## src/rtl/sld_pkg.sv

```systemverilog
package sld_pkg;
  localparam int unsigned OFS_W  = 16;
  localparam int unsigned SZC_W  = 3;
  localparam int unsigned BYTE_W = 5;
  localparam int unsigned SUM_W  = OFS_W + 2;

  typedef struct packed {
    logic             k;
    logic [OFS_W-1:0] v;
  } sld_opnd_t;

  typedef struct packed {
    sld_opnd_t        idx;
    sld_opnd_t        base;
    logic [SZC_W-1:0] size;
  } sld_rec_t;

  // size code to byte count, codes above 4 saturate at 16
  function automatic logic [BYTE_W-1:0] sld_bytes(input logic [SZC_W-1:0] code);
    logic [BYTE_W-1:0] n;
    case (code)
      3'd0:    n = 5'd1;
      3'd1:    n = 5'd2;
      3'd2:    n = 5'd4;
      3'd3:    n = 5'd8;
      default: n = 5'd16;
    endcase
    return n;
  endfunction
endpackage

```

## src/rtl/sld_range_chk.sv

```systemverilog
module sld_range_chk
  import sld_pkg::*;
(
  input  logic [OFS_W-1:0] st_ofs,
  input  logic [SZC_W-1:0] st_size,
  input  logic [OFS_W-1:0] ld_ofs,
  input  logic [SZC_W-1:0] ld_size,
  output logic             overlap
);
  logic signed [SUM_W-1:0] st_w, ld_w, st_end, ld_end;

  always_comb begin
    st_w   = SUM_W'(signed'(st_ofs));
    ld_w   = SUM_W'(signed'(ld_ofs));
    st_end = st_w + signed'(SUM_W'(sld_bytes(st_size)));
    ld_end = ld_w + signed'(SUM_W'(sld_bytes(ld_size)));
    // the lower access's end must pass the higher start
    if (st_w < ld_w) overlap = (st_end > ld_w);
    else             overlap = (ld_end > st_w);
  end
endmodule

```

## src/rtl/sld_entry_cmp.sv

```systemverilog
module sld_entry_cmp
  import sld_pkg::*;
(
  input  sld_rec_t         rec,
  input  logic             rec_vld,
  input  sld_opnd_t        ld_idx,
  input  sld_opnd_t        ld_base,
  input  logic [SZC_W-1:0] ld_size,
  output logic             hit
);
  logic same_order, swapped, base_eq, both_const, rng_ovl;

  assign same_order = (ld_idx == rec.idx) && (ld_base == rec.base);
  assign swapped    = (ld_idx == rec.base) && (ld_base == rec.idx);
  assign base_eq    = (ld_base == rec.base);
  assign both_const = ld_idx.k && rec.idx.k;

  sld_range_chk u_rng (
    .st_ofs  (rec.idx.v),
    .st_size (rec.size),
    .ld_ofs  (ld_idx.v),
    .ld_size (ld_size),
    .overlap (rng_ovl)
  );

  assign hit = rec_vld && (same_order || swapped || (base_eq && both_const && rng_ovl));
endmodule

```

## src/rtl/sld_store_table.sv

```systemverilog
module sld_store_table
  import sld_pkg::*;
#(
  parameter int unsigned DEPTH = 4
) (
  input  logic                   clk,
  input  logic                   rst_n,
  input  logic                   clr,
  input  logic                   wr_en,
  input  sld_rec_t               wr_rec,
  output sld_rec_t [DEPTH-1:0]   recs,
  output logic     [DEPTH-1:0]   vld,
  output logic                   ovf
);
  localparam int unsigned CNT_W = $clog2(DEPTH + 1);

  logic [CNT_W-1:0] cnt_q, cnt_base;
  logic             full, accept, drop;

  assign cnt_base = clr ? '0 : cnt_q;            // clear acts before the write
  assign full     = (cnt_base == CNT_W'(DEPTH));
  assign accept   = wr_en && !full;
  assign drop     = wr_en && full;

  always_ff @(posedge clk) begin
    if (!rst_n) begin
      cnt_q <= '0;
      ovf   <= 1'b0;
    end else begin
      cnt_q <= cnt_base + CNT_W'(accept);
      ovf   <= (ovf && !clr) || drop;
    end
  end

  for (genvar i = 0; i < DEPTH; i++) begin : g_slot
    always_ff @(posedge clk) begin
      if (!rst_n)                                   recs[i] <= '0;
      else if (accept && cnt_base == CNT_W'(i))     recs[i] <= wr_rec;
    end
    assign vld[i] = (CNT_W'(i) < cnt_q);
  end

  p_cnt_bound_r8: assert property (@(posedge clk) disable iff (!rst_n)
    cnt_q <= CNT_W'(DEPTH));
  p_clr_empty_r7: assert property (@(posedge clk) disable iff (!rst_n)
    (clr && !wr_en) |=> (cnt_q == '0));
  p_clr_first_r7: assert property (@(posedge clk) disable iff (!rst_n)
    (clr && wr_en) |=> (cnt_q == CNT_W'(1)));
  p_append_r5: assert property (@(posedge clk) disable iff (!rst_n)
    (!clr && wr_en && cnt_q < CNT_W'(DEPTH)) |=> (cnt_q == $past(cnt_q) + CNT_W'(1)));
  p_no_overflow_r8: assert property (@(posedge clk) disable iff (!rst_n)
    (!clr && wr_en && cnt_q == CNT_W'(DEPTH)) |=> (ovf && cnt_q == CNT_W'(DEPTH)));
  p_ovf_hold_r8: assert property (@(posedge clk) disable iff (!rst_n)
    (ovf && !clr) |=> ovf);
  p_ovf_clear_r7: assert property (@(posedge clk) disable iff (!rst_n)
    clr |=> !ovf);
endmodule

```

## src/rtl/sld_overlap_detect.sv

```systemverilog
module sld_overlap_detect
  import sld_pkg::*;
#(
  parameter int unsigned DEPTH = 4
) (
  input  logic             clk,
  input  logic             rst_n,
  input  logic             grp_clr,
  input  logic             st_valid,
  input  logic             st_idx_k,
  input  logic [OFS_W-1:0] st_idx_v,
  input  logic             st_base_k,
  input  logic [OFS_W-1:0] st_base_v,
  input  logic [SZC_W-1:0] st_size,
  input  logic             ld_valid,
  input  logic             ld_idx_k,
  input  logic [OFS_W-1:0] ld_idx_v,
  input  logic             ld_base_k,
  input  logic [OFS_W-1:0] ld_base_v,
  input  logic [SZC_W-1:0] ld_size,
  output logic             ld_hit,
  output logic             st_overflow
);
  sld_rec_t               wr_rec;
  sld_rec_t [DEPTH-1:0]   recs;
  logic     [DEPTH-1:0]   vld;
  logic     [DEPTH-1:0]   slot_hit;
  sld_opnd_t              q_idx, q_base;

  assign wr_rec.idx  = '{k: st_idx_k,  v: st_idx_v};
  assign wr_rec.base = '{k: st_base_k, v: st_base_v};
  assign wr_rec.size = st_size;
  assign q_idx       = '{k: ld_idx_k,  v: ld_idx_v};
  assign q_base      = '{k: ld_base_k, v: ld_base_v};

  sld_store_table #(.DEPTH(DEPTH)) u_tbl (
    .clk    (clk),
    .rst_n  (rst_n),
    .clr    (grp_clr),
    .wr_en  (st_valid),
    .wr_rec (wr_rec),
    .recs   (recs),
    .vld    (vld),
    .ovf    (st_overflow)
  );

  for (genvar i = 0; i < DEPTH; i++) begin : g_cmp
    sld_entry_cmp u_cmp (
      .rec     (recs[i]),
      .rec_vld (vld[i]),
      .ld_idx  (q_idx),
      .ld_base (q_base),
      .ld_size (ld_size),
      .hit     (slot_hit[i])
    );
  end

  assign ld_hit = ld_valid && (|slot_hit);

  p_idle_quiet_r6: assert property (@(posedge clk) disable iff (!rst_n)
    !ld_valid |-> !ld_hit);
  p_empty_quiet_r6: assert property (@(posedge clk) disable iff (!rst_n)
    (vld == '0) |-> !ld_hit);
  p_fresh_quiet_r7: assert property (@(posedge clk) disable iff (!rst_n)
    ($past(grp_clr) && !$past(st_valid)) |-> !ld_hit);
  p_reset_quiet_r11: assert property (@(posedge clk)
    $past(!rst_n) |-> (!st_overflow && vld == '0));
endmodule

```

## config.mk

```make
export PLATFORM = sky130hd
export DESIGN_NAME = sld_overlap_detect
export DESIGN_NICKNAME = d
export VERILOG_FILES = /design/src/rtl/sld_pkg.sv /design/src/rtl/sld_range_chk.sv /design/src/rtl/sld_entry_cmp.sv /design/src/rtl/sld_store_table.sv /design/src/rtl/sld_overlap_detect.sv
export SDC_FILE = /design/constraint.sdc
export NUM_CORES = 1
export LEC_CHECK = 0
export ABC_AREA = 1
export BUFFER_PORTS_ARGS = -buffer_cell sky130_fd_sc_hd__clkbuf_2
export CORE_MARGIN = 5
export CORE_UTILIZATION = 45
export CTS_CLUSTER_SIZE = 20
export DETAILED_ROUTE_END_ITERATION = 16
export HOLD_SLACK_MARGIN = 0.1
export SYNTH_ARGS = -nofsm -noshare
export SYNTH_HDL_FRONTEND = slang
export SYNTH_SLANG_ARGS = --single-unit
```

## constraint.sdc

```tcl
create_clock -name clk -period 3.65 [get_ports clk]
set_clock_uncertainty 0.2 [all_clocks]
set_input_delay 0.1825 -clock clk [delete_from_list [all_inputs] [get_ports clk]]
set_output_delay 0.1825 -clock clk [all_outputs]
set_load 0.01 [all_outputs]
```

-- Word level (Yosys, flattened, before mapping)
Index checks and enable logic that the tools add are counted.
- register bits: 152
- input port bits: 79
- output and inout port bits: 2
- word-level logic and storage cells: 139
- $add $sub $neg: 6
- magnitude comparators: 16
- eq/ne operators: 35
- multiplexer cells: 10
- reductions and logical operators: 50
- operators by type and width (cell ; count):
    == test 17 bit ; 16
    greater-than comparator 17 x 16 -> 1 bit ; 8
    one-hot mux 5 bit (4 select lines) ; 5
    adder 16 x 6 -> 17 bit ; 5
    < comparator 16 bit ; 4
    == test 3 x 2 -> 1 bit (second input constant) ; 12
    logical AND 1 bit ; 32
    == test 3 x 1 -> 1 bit (second input constant) ; 6
    zero test 3 bit ; 6
    logical OR 1 bit ; 9
    < comparator 1 x 3 -> 1 bit (first input constant) ; 2
    < comparator 2 x 3 -> 1 bit (first input constant) ; 2
    two-way mux 1 bit ; 4
    OR reduction 4 bit ; 1
    adder 3 x 1 -> 3 bit ; 1
    == test 3 bit (second input constant) ; 1
    two-way mux 3 bit ; 1
    zero test 1 bit ; 2

-- Longest topological paths before layout
Gate-level depths: netlist of the first run.
- word-level depth: 10
- gate-level depth with buffers: 31
- depth with buffers taken out: 31

-- Cells and area by module
Synthesis of the first run repeated with hierarchy kept, for this count alone.
- cell total of the unflattened synthesis: 3258
- area total of the unflattened synthesis: 19321.0 um^2
- by module, submodules not included (module ; times used ; cells each ; area an instance (um^2) ; sequential area each (um^2)):
    sld_store_table ; 1 ; 868 ; 5952.0 ; 3042.9
    sld_range_chk (g_cmp[2].u_cmp.u_rng ...) ; 2 ; 374 ; 2293.4 ; 0.0
    sld_entry_cmp ; 4 ; 223 ; 1052.3 ; 0.0
    sld_range_chk (g_cmp[1].u_cmp.u_rng) ; 1 ; 374 ; 2290.9 ; 0.0
    sld_range_chk (g_cmp[0].u_cmp.u_rng) ; 1 ; 372 ; 2265.9 ; 0.0
    sld_overlap_detect ; 1 ; 4 ; 16.3 ; 0.0

-- Worst setup path before layout of the first run
OpenSTA, ideal clock, no wires.
- kind: reg-to-output
- start: register u_tbl.recs[2] (netlist name)
- end: output port ld_hit
- data arrival time: 3.489 ns
- data required time: 3.267 ns
- setup slack: -0.221 ns
- cell stages (with the launch flop): 28
- path buffers: 0
- cell sequence: dfxtp_1 -> nor3_1 -> ha_1 -> inv_1 -> fa_1 -> o21ai_2 -> nand2_2 -> a21oi_4 -> nand2_2 -> nor3_4 -> nand2_2 -> nor2_4 -> nand3_2 -> xor2_1 -> inv_1 -> ha_1 -> nand4_1 -> nor3_1 -> nand3b_1 -> nand3_1 -> nand2_1 -> nand3_1 -> nand3_1 -> nand2_1 -> nand2_1 -> nand2_1 -> nor2_1 -> nor2_1
- longest elaborated chain between the ends: 10
- elaborated cells on any way between the ends: 13
- classes of those cells: add/sub: 1; order compare: 1; eq/ne: 3; mux: 2; reduce/logical: 6
- ends and longest elaborated chain (element ; RTL line ; source):
    == test 3 x 2 -> 1 bit (tied with other cells) ; sld_pkg.sv:21 ; case (code)
    one-hot mux 5 bit (4 select lines) * ; sld_pkg.sv:21 ;
    adder 16 x 6 -> 17 bit * ; sld_range_chk.sv:15 ; st_end = st_w + signed'(SUM_W'(sld_bytes(st_size)));
    greater-than comparator 17 x 16 -> 1 bit * ; sld_range_chk.sv:18 ; if (st_w < ld_w) overlap = (st_end > ld_w);
    two-way mux 1 bit * ; sld_range_chk.sv:18 ;
    logical AND 1 bit * ; sld_entry_cmp.sv:26 ; assign hit = rec_vld && (same_order || swapped || (base_eq && both_const && rng_ovl));
    logical OR 1 bit * ; sld_entry_cmp.sv:26 ;
    logical AND 1 bit * ; sld_entry_cmp.sv:26 ;
    OR reduction 4 bit * ; sld_overlap_detect.sv:58 ; assign ld_hit = ld_valid && (|slot_hit);
    logical AND 1 bit * ; sld_overlap_detect.sv:58 ;
    to (decl) ; sld_overlap_detect.sv:21 ; output logic ld_hit,
Every way passes the cells marked *; elsewhere a longest branch is shown, timed or not.

-- Worst setup path after layout of the first run
- start: register u_tbl.recs[1] (netlist name)
- end: output port ld_hit
- longest elaborated chain between the ends: 10
- elaborated cells on any way between the ends: 13
- classes of those cells: add/sub: 1; order compare: 1; eq/ne: 3; mux: 2; reduce/logical: 6
- ends and longest elaborated chain (element ; RTL line):
    == test 3 x 2 -> 1 bit (tied with other cells) ; sld_pkg.sv:21
    one-hot mux 5 bit (4 select lines) * ; sld_pkg.sv:21
    adder 16 x 6 -> 17 bit * ; sld_range_chk.sv:15
    greater-than comparator 17 x 16 -> 1 bit * ; sld_range_chk.sv:18
    two-way mux 1 bit * ; sld_range_chk.sv:18
    logical AND 1 bit * ; sld_entry_cmp.sv:26
    logical OR 1 bit * ; sld_entry_cmp.sv:26
    logical AND 1 bit * ; sld_entry_cmp.sv:26
    OR reduction 4 bit * ; sld_overlap_detect.sv:58
    logical AND 1 bit * ; sld_overlap_detect.sv:58
Marked as above.

==> flow_summary_export.csv, run 1 <==
group,metric,value,unit
logic_synthesis,syn-cell-area,15200,um2
hold_path,min-delay-start,"u_tbl.ovf$_SDFF_PN0_",
sta,setup_viol,1,
logic_synthesis,synth_seq_cells,152,
floorplanning,die-area,37500,um2
logic_synthesis,synthCells,2212,
clocking,insertion_delay,0.45,ns
run_status,status,"finished, violations left",
pwr,swShare,0.352,
floorplanning,die_w,194,um
worst_setup_path,reg2regPathDepth,7,
worst_setup_path,arrival,4.50,ns
worst_setup_path,worst-setup-path-type,"flop to primary output",
logic_synthesis,ys_seq_area_frac,0.201,
hold_path,whs_endpoint,"u_tbl.ovf$_SDFF_PN0_",
pwr,intPower,3.32,mW
clocking,cts_sinks,152,
grt,grt.total_usage,0.328,
grt,grt_start_max_net_pins,93,
logic_synthesis,syn_area_per_cell,6.86,um2
route,wirelength,63000,um
run_status,violations,"setup timing",
sta,min_period_over_period,1.34,
finish,finalNetCount,2810,
worst_setup_path,worstPathRequired,3.27,ns
pwr,pwr-share-seq,0.349,
sta,max_slew_margin,0.348,
sta,fin_setup_tns,-1.23,ns
route,vias,16400,
clocking,cts_tree,"done",
floorplanning,num_io_pins,81,
finish,drive_above_1_share,0.164,
grt,overflow,0,
hold_path,holdPathStages,2,
worst_setup_path,crit_slowest_cell,"fa_2",
clocking,cts_buffers,17,
logic_synthesis,synth_warnings,0,
sta,rsz0062_at_grt,"yes",
worst_setup_path,critical_path_buf_inv_count,3,
worst_setup_path,crit_path_frequent_cell,"nand2_2",
worst_setup_path,cp_slowest_stage_delay,0.37,ns
floorplanning,chipHeight,194,um
sta,hold_ws,0.275,ns
worst_setup_path,cp-start-kind,"flop",
place,dp_slack,-1.07,ns
pwr,max-vdd-ir-drop,0.268,mV
route,ant_nets,0,
finish,final_area,18600,um2
route,dr.pass1.iters,5,
worst_setup_path,worstPathMaxFanout,3,
place,hpwl,50300,um
worst_setup_path,cp_top_family,"simple AND/OR/NAND/NOR gates",
worst_setup_path,r2r_end,"u_tbl.recs[8]$_SDFFE_PN0P_",
grt,antenna_found_initial,1,
sta,min_period,4.88,ns
finish,area_growth_syn_to_layout,22.8,%
pwr,power_switching,1.80,mW
place,numPortBuffers,80,
pwr,power_density,275,nW/um2
worst_setup_path,worstReg2RegStart,"u_tbl.cnt_q[2]$_SDFF_PN0_",
pwr,power.share.combinational,0.294,
logic_synthesis,syn-num-nets,2526,
clocking,cts_root_buf,"clkbuf_16",
flow_run,cap_violations,0,
route,drc_errors,0,
floorplanning,start_util,0.454,
sta,report.final.slew_viol_count,0,
route,drt-initial-drc-count,1635,
sta,hold_viol,0,
logic_synthesis,async_reset_ff_frac,0,
hold_path,hold_class,"flop to flop",
floorplanning,placementRows,67,
route,vias_per_cell,5.54,
place,placed_cell_area,17500,um2
worst_setup_path,endpoint_kind,"primary output",
logic_synthesis,ys_types,43,
pwr,pwr-share-clk,0.358,
clocking,ctsLongestPathBuffers,2,
floorplanning,core,33400,um2
clocking,htree_levels,4,
finish,diodes,0,
pwr,report.power.total,5.12,mW
sta,worst_pin_slew,0.977,ns
place,finalWeightedCongestion,1.08,
logic_synthesis,ys.flop_type,"dfxtp_1",
route,wl_per_cell,21.3,um
sta,fmax,205,MHz
clocking,clkSlewWorstSetupHoldPaths,0.07,ns
pwr,power_leakage,9.16,nW
sta,setup_ws,-1.23,ns
grt,grt_pass1_wl,95000,um
grt,grt_pass1_vias,16000,
logic_synthesis,synth_edf_count,0,
worst_setup_path,reg2reg_slack,1.16,ns
through the flow:
stage	std cells	utilization
2_1_floorplan	2212	-
3_3_place_gp	2881	0.524
3_5_place_dp	2881	0.524
4_1_cts	2954	0.555
5_1_grt	2956	0.557
6_report	2956	0.557
kinds of logic after synthesis:
family	synth area share
AOI/OAI and AO/OA	0.170
xor gates and xnor gates	0.116
adders and majority gates	0.196
buffers and inverters	0.0981
DFF	0.201
and+or+nand+nor	0.219
routing by layer:
layer | track usage | up-vias | wire (um)
li1 | - | 7915 | -
met2 | 0.533 | 737 | 28100
met3 | 0.0377 | 179 | 4750
met1 | 0.423 | 7560 | 26000
met4 | 0.184 | 0 | 4180
met5 | 0 | - | 0
worst max path at each step:
| stage | slack (ns) | depth (start not counted) | startpoint | end |
|---|---|---|---|---|
| after floorplan | -0.09 | 28 | u_tbl.recs[111]$_SDFFE_PN0P_ | ld_hit |
| after global placement | -0.94 | 29 | ld_size[2] | ld_hit |
| after detailed placement | -1.07 | 29 | ld_size[2] | ld_hit |
| after CTS | -1.25 | 27 | u_tbl.recs[1]$_SDFFE_PN0P_ | ld_hit |
| after global routing | -1.53 | 32 | u_tbl.recs[111]$_SDFFE_PN0P_ | ld_hit |
| final | -1.23 | 27 | u_tbl.recs[1]$_SDFFE_PN0P_ | ld_hit |
power groups by stage:
stage	combinational [mW]	clock (mW)	sequential (mW)
detailed placement	1.41	0	1.82
CTS	1.47	1.82	1.78
global placement	1.39	0	1.82
global route	1.65	1.90	1.79
finish	1.50	1.83	1.79
floorplan	0.827	0	1.80
sequential cells by signal, indices dropped and copies added, names as in the netlist:
| register | count |
|---|---|
| u_tbl.cnt_q | 3 |
| u_tbl.ovf | 1 |
| u_tbl.recs | 148 |
synth_stat cells, drive strengths merged (17+ instances only):
library cell | number | area (um2)
xor2 | 133 | 1160
nor3 | 50 | 293
clkbuf | 46 | 173
nand3 | 87 | 460
xnor2 | 68 | 596
dfxtp | 152 | 3040
inv | 310 | 1160
nand2 | 343 | 1310
nor4 | 17 | 106
buf | 30 | 148
nor2 | 205 | 802
o21ai | 198 | 1020
nand4 | 44 | 282
ha | 230 | 2880
o22ai | 38 | 238
a21oi | 221 | 1140
worst reg2reg max path: stages, from the launching register on:
cell and delay, ns:
dfxtp_1 0.36, inv_1 0.13, nor2_1 0.07, inv_1 0.14, nand3_2 0.76, buf_4 0.52
o21ai_0 0.15, a21oi_1 0.06
placed cells by master (no fill, tap or decap), types with 43 or more instances in the layout:
cell	n
a21oi_1	214
buf_4	218
o21ai_0	185
nand2_1	333
inv_1	308
nand4_1	43
nand3_1	77
xnor2_1	68
dfxtp_1	150
clkbuf_2	79
ha_1	225
nor2_1	191
xor2_1	133
timing repair:
action                                  CTS  global route
resized for setup                        16            13
hold buffers                             41             0
pin swaps                                19             4
endpoints found under the setup margin    1             1
setup buffers                             2             2
hold endpoints to repair                152             0
final cells by class:
cell class	instances	area (um2)
tap	448	561
clock inverter	12	129
fill	3327	14800
clock buffer	19	443
inverter	311	1170
sequential	152	3050
timing repair buffer	341	2500
multi-input combinational	1673	10800
Note: power is estimated with default switching activity, not from simulation.
==> run 2, diff against run 1 <==
==> constraint.sdc (replaced) <==
create_clock -name clk -period 4.9 [get_ports clk]
set_clock_uncertainty 0.2 [all_clocks]
set_input_delay 0.245 -clock clk [delete_from_list [all_inputs] [get_ports clk]]
set_output_delay 0.245 -clock clk [all_outputs]
set_load 0.01 [all_outputs]
==> flow_summary_export.csv, run 2 (synthesis results as in run 1) <==
group,metric,value,unit
route,wl_per_cell,23.0,um
worst_setup_path,crit_slowest_cell,"fa_2",
clocking,cts_tree,"done",
place,finalWeightedCongestion,1.03,
sta,worst_pin_slew,1.07,ns
pwr,intPower,2.41,mW
route,routed-wl-met3,4070,um
finish,drive_above_1_share,0.115,
route,dr.pass1.iters,6,
pwr,power_density,218,nW/um2
route,wirelength,64100,um
finish,largest-register,"u_tbl.recs",
worst_setup_path,cp_slowest_stage_delay,0.36,ns
clocking,clkSlewWorstSetupHoldPaths,0.08,ns
route,vias_per_cell,5.62,
worst_setup_path,endpoint_kind,"primary output",
pwr,pwr-share-clk,0.381,
worst_setup_path,worstPathRequired,4.45,ns
run_status,status,"finished, violations left",
clocking,cts_buffers,17,
pwr,power_switching,1.40,mW
route,m1WireLength,26600,um
sta,hold_viol,0,
route,wl_met2,29200,um
sta,setup_ws,-0.00594,ns
run_status,violations,"setup timing",
place,placed_cell_area,16100,um2
route,vias,15600,
sta,min_period,4.91,ns
finish,layout_common_cells,"nand2_1 (329), inv_1 (305), ha_1 (224)",
worst_setup_path,cp_top_family,"simple AND/OR/NAND/NOR gates",
pwr,swShare,0.368,
finish,finalNetCount,2638,
route,drt-initial-drc-count,1272,
place,dp.cells,2695,
flow_run,cap_violations,0,
floorplanning,core,33400,um2
finish,top_regs,"u_tbl.recs x148, u_tbl.cnt_q x3, u_tbl.ovf x1",
sta,setup_viol,1,
worst_setup_path,r2r_end,"u_tbl.recs[46]$_SDFFE_PN0P_",
worst_setup_path,reg2regPathDepth,8,
floorplanning,placementRows,67,
sta,fmax,204,MHz
worst_setup_path,worstPathMaxFanout,3,
floorplanning,chipHeight,194,um
finish,fillers,3395,
place,dp_slack,-0.0200,ns
finish,fin_cells,2785,
finish,final_area,17500,um2
worst_setup_path,worstSetupStartpoint,"u_tbl.recs[1]$_SDFFE_PN0P_",
clocking,cts_root_buf,"clkbuf_16",
clocking,cts_sinks,152,
hold_path,hold_class,"input pin to flop",
worst_setup_path,cp-start-kind,"flop",
grt,grt.total_usage,0.332,
pwr,max-vdd-ir-drop,0.198,mV
worst_setup_path,crit_path_frequent_cell,"nand2_2",
floorplanning,num_io_pins,81,
finish,final_common_cell,"nand2_1",
pwr,power.share.combinational,0.266,
worst_setup_path,cp.depth,27,
worst_setup_path,arrival,4.46,ns
clocking,ctsLongestPathBuffers,2,
clocking,insertion_delay,0.44,ns
pwr,power_leakage,8.33,nW
worst_setup_path,worst-setup-path-type,"flop to primary output",
worst_setup_path,endpoint,"ld_hit",
worst_setup_path,critical_path_buf_inv_count,2,
clocking,htree_levels,4,
grt,overflow,0,
grt,grt_start_max_net_pins,108,
grt,grt_pass1_vias,14900,
finish,area_growth_syn_to_layout,15.1,%
route,ant_nets,0,
sta,max_slew_margin,0.286,
pwr,pwr-share-seq,0.353,
route,dr.max_layer_used,"met4",
sta,rsz0062_at_grt,"yes",
sta,min_period_over_period,1.00,
floorplanning,die-area,37500,um2
route,drc_errors,0,
grt,antenna_found_initial,1,
floorplanning,start_util,0.454,
grt,grt_pass1_wl,94000,um
place,numPortBuffers,80,
worst_setup_path,worstReg2RegStart,"u_tbl.cnt_q[0]$_SDFF_PN0_",
floorplanning,die_w,194,um
finish,fin_util,0.522,
finish,diodes,0,
worst_setup_path,reg2reg_slack,1.96,ns
sta,hold_ws,0.246,ns
finish,largest_reg_flops,148,
place,hpwl,50900,um
sta,report.final.slew_viol_count,0,
## run 2: per-layer routing
metal  global-route usage  up-vias
met5                    0        -
met4                0.181        0
met3               0.0337      163
met2                0.550      616
met1                0.424     7291
li1                     -     7574
## run 2: worst min-delay path, delay by kind of cell
kind	cells	cell delay, ns
and+or+nand+nor	1	0.16
buffers and inverters	2	0.43
## run 2: cell type report
class | instances | area, um2 | share of cell area
sequential | 152 | 3060 | 0.175
clock inverter | 15 | 180 | 0.0103
clock buffer | 17 | 425 | 0.0244
multi-input combinational | 1673 | 10900 | 0.624
tap | 448 | 561 | 0.0321
timing repair buffer | 169 | 1170 | 0.0672
inverter | 311 | 1170 | 0.0669
## run 2: through the flow
stage                TNS, ns  power (mW)
finish              -0.00594        3.81
global route          -0.339        3.96
global placement           0        2.30
floorplan                  0        1.96
CTS                  -0.0131        3.78
detailed placement   -0.0200        2.32
## run 2: power groups by stage
stage          combinational (mW)  clock, mW  sequential, mW
3_5_place_dp                0.947          0            1.37
6_report                     1.01       1.45            1.34
4_1_cts                     0.984       1.46            1.34
2_1_floorplan               0.615          0            1.34
3_3_place_gp                0.934          0            1.37
5_1_grt                      1.12       1.50            1.35
## run 2: how the worst min path moves through the flow
stage                              start                         to  cells after the start
6_report                           rst_n  u_tbl.cnt_q[1]$_SDFF_PN0_                      3
2_1_floorplan                   st_valid       u_tbl.ovf$_SDFF_PN0_                      2
3_5_place_dp   u_tbl.cnt_q[0]$_SDFF_PN0_  u_tbl.cnt_q[0]$_SDFF_PN0_                      2
4_1_cts                            rst_n  u_tbl.cnt_q[1]$_SDFF_PN0_                      3
5_1_grt        u_tbl.cnt_q[0]$_SDFF_PN0_  u_tbl.cnt_q[0]$_SDFF_PN0_                      2
3_3_place_gp        u_tbl.ovf$_SDFF_PN0_       u_tbl.ovf$_SDFF_PN0_                      2
## run 2: what timing repair did
action                     CTS  global route
setup buffers               10             7
pin swaps                   25            22
hold buffers                41             0
hold endpoints to repair   151             0
gates resized for setup     41            30
setup endpoints to repair    1             1
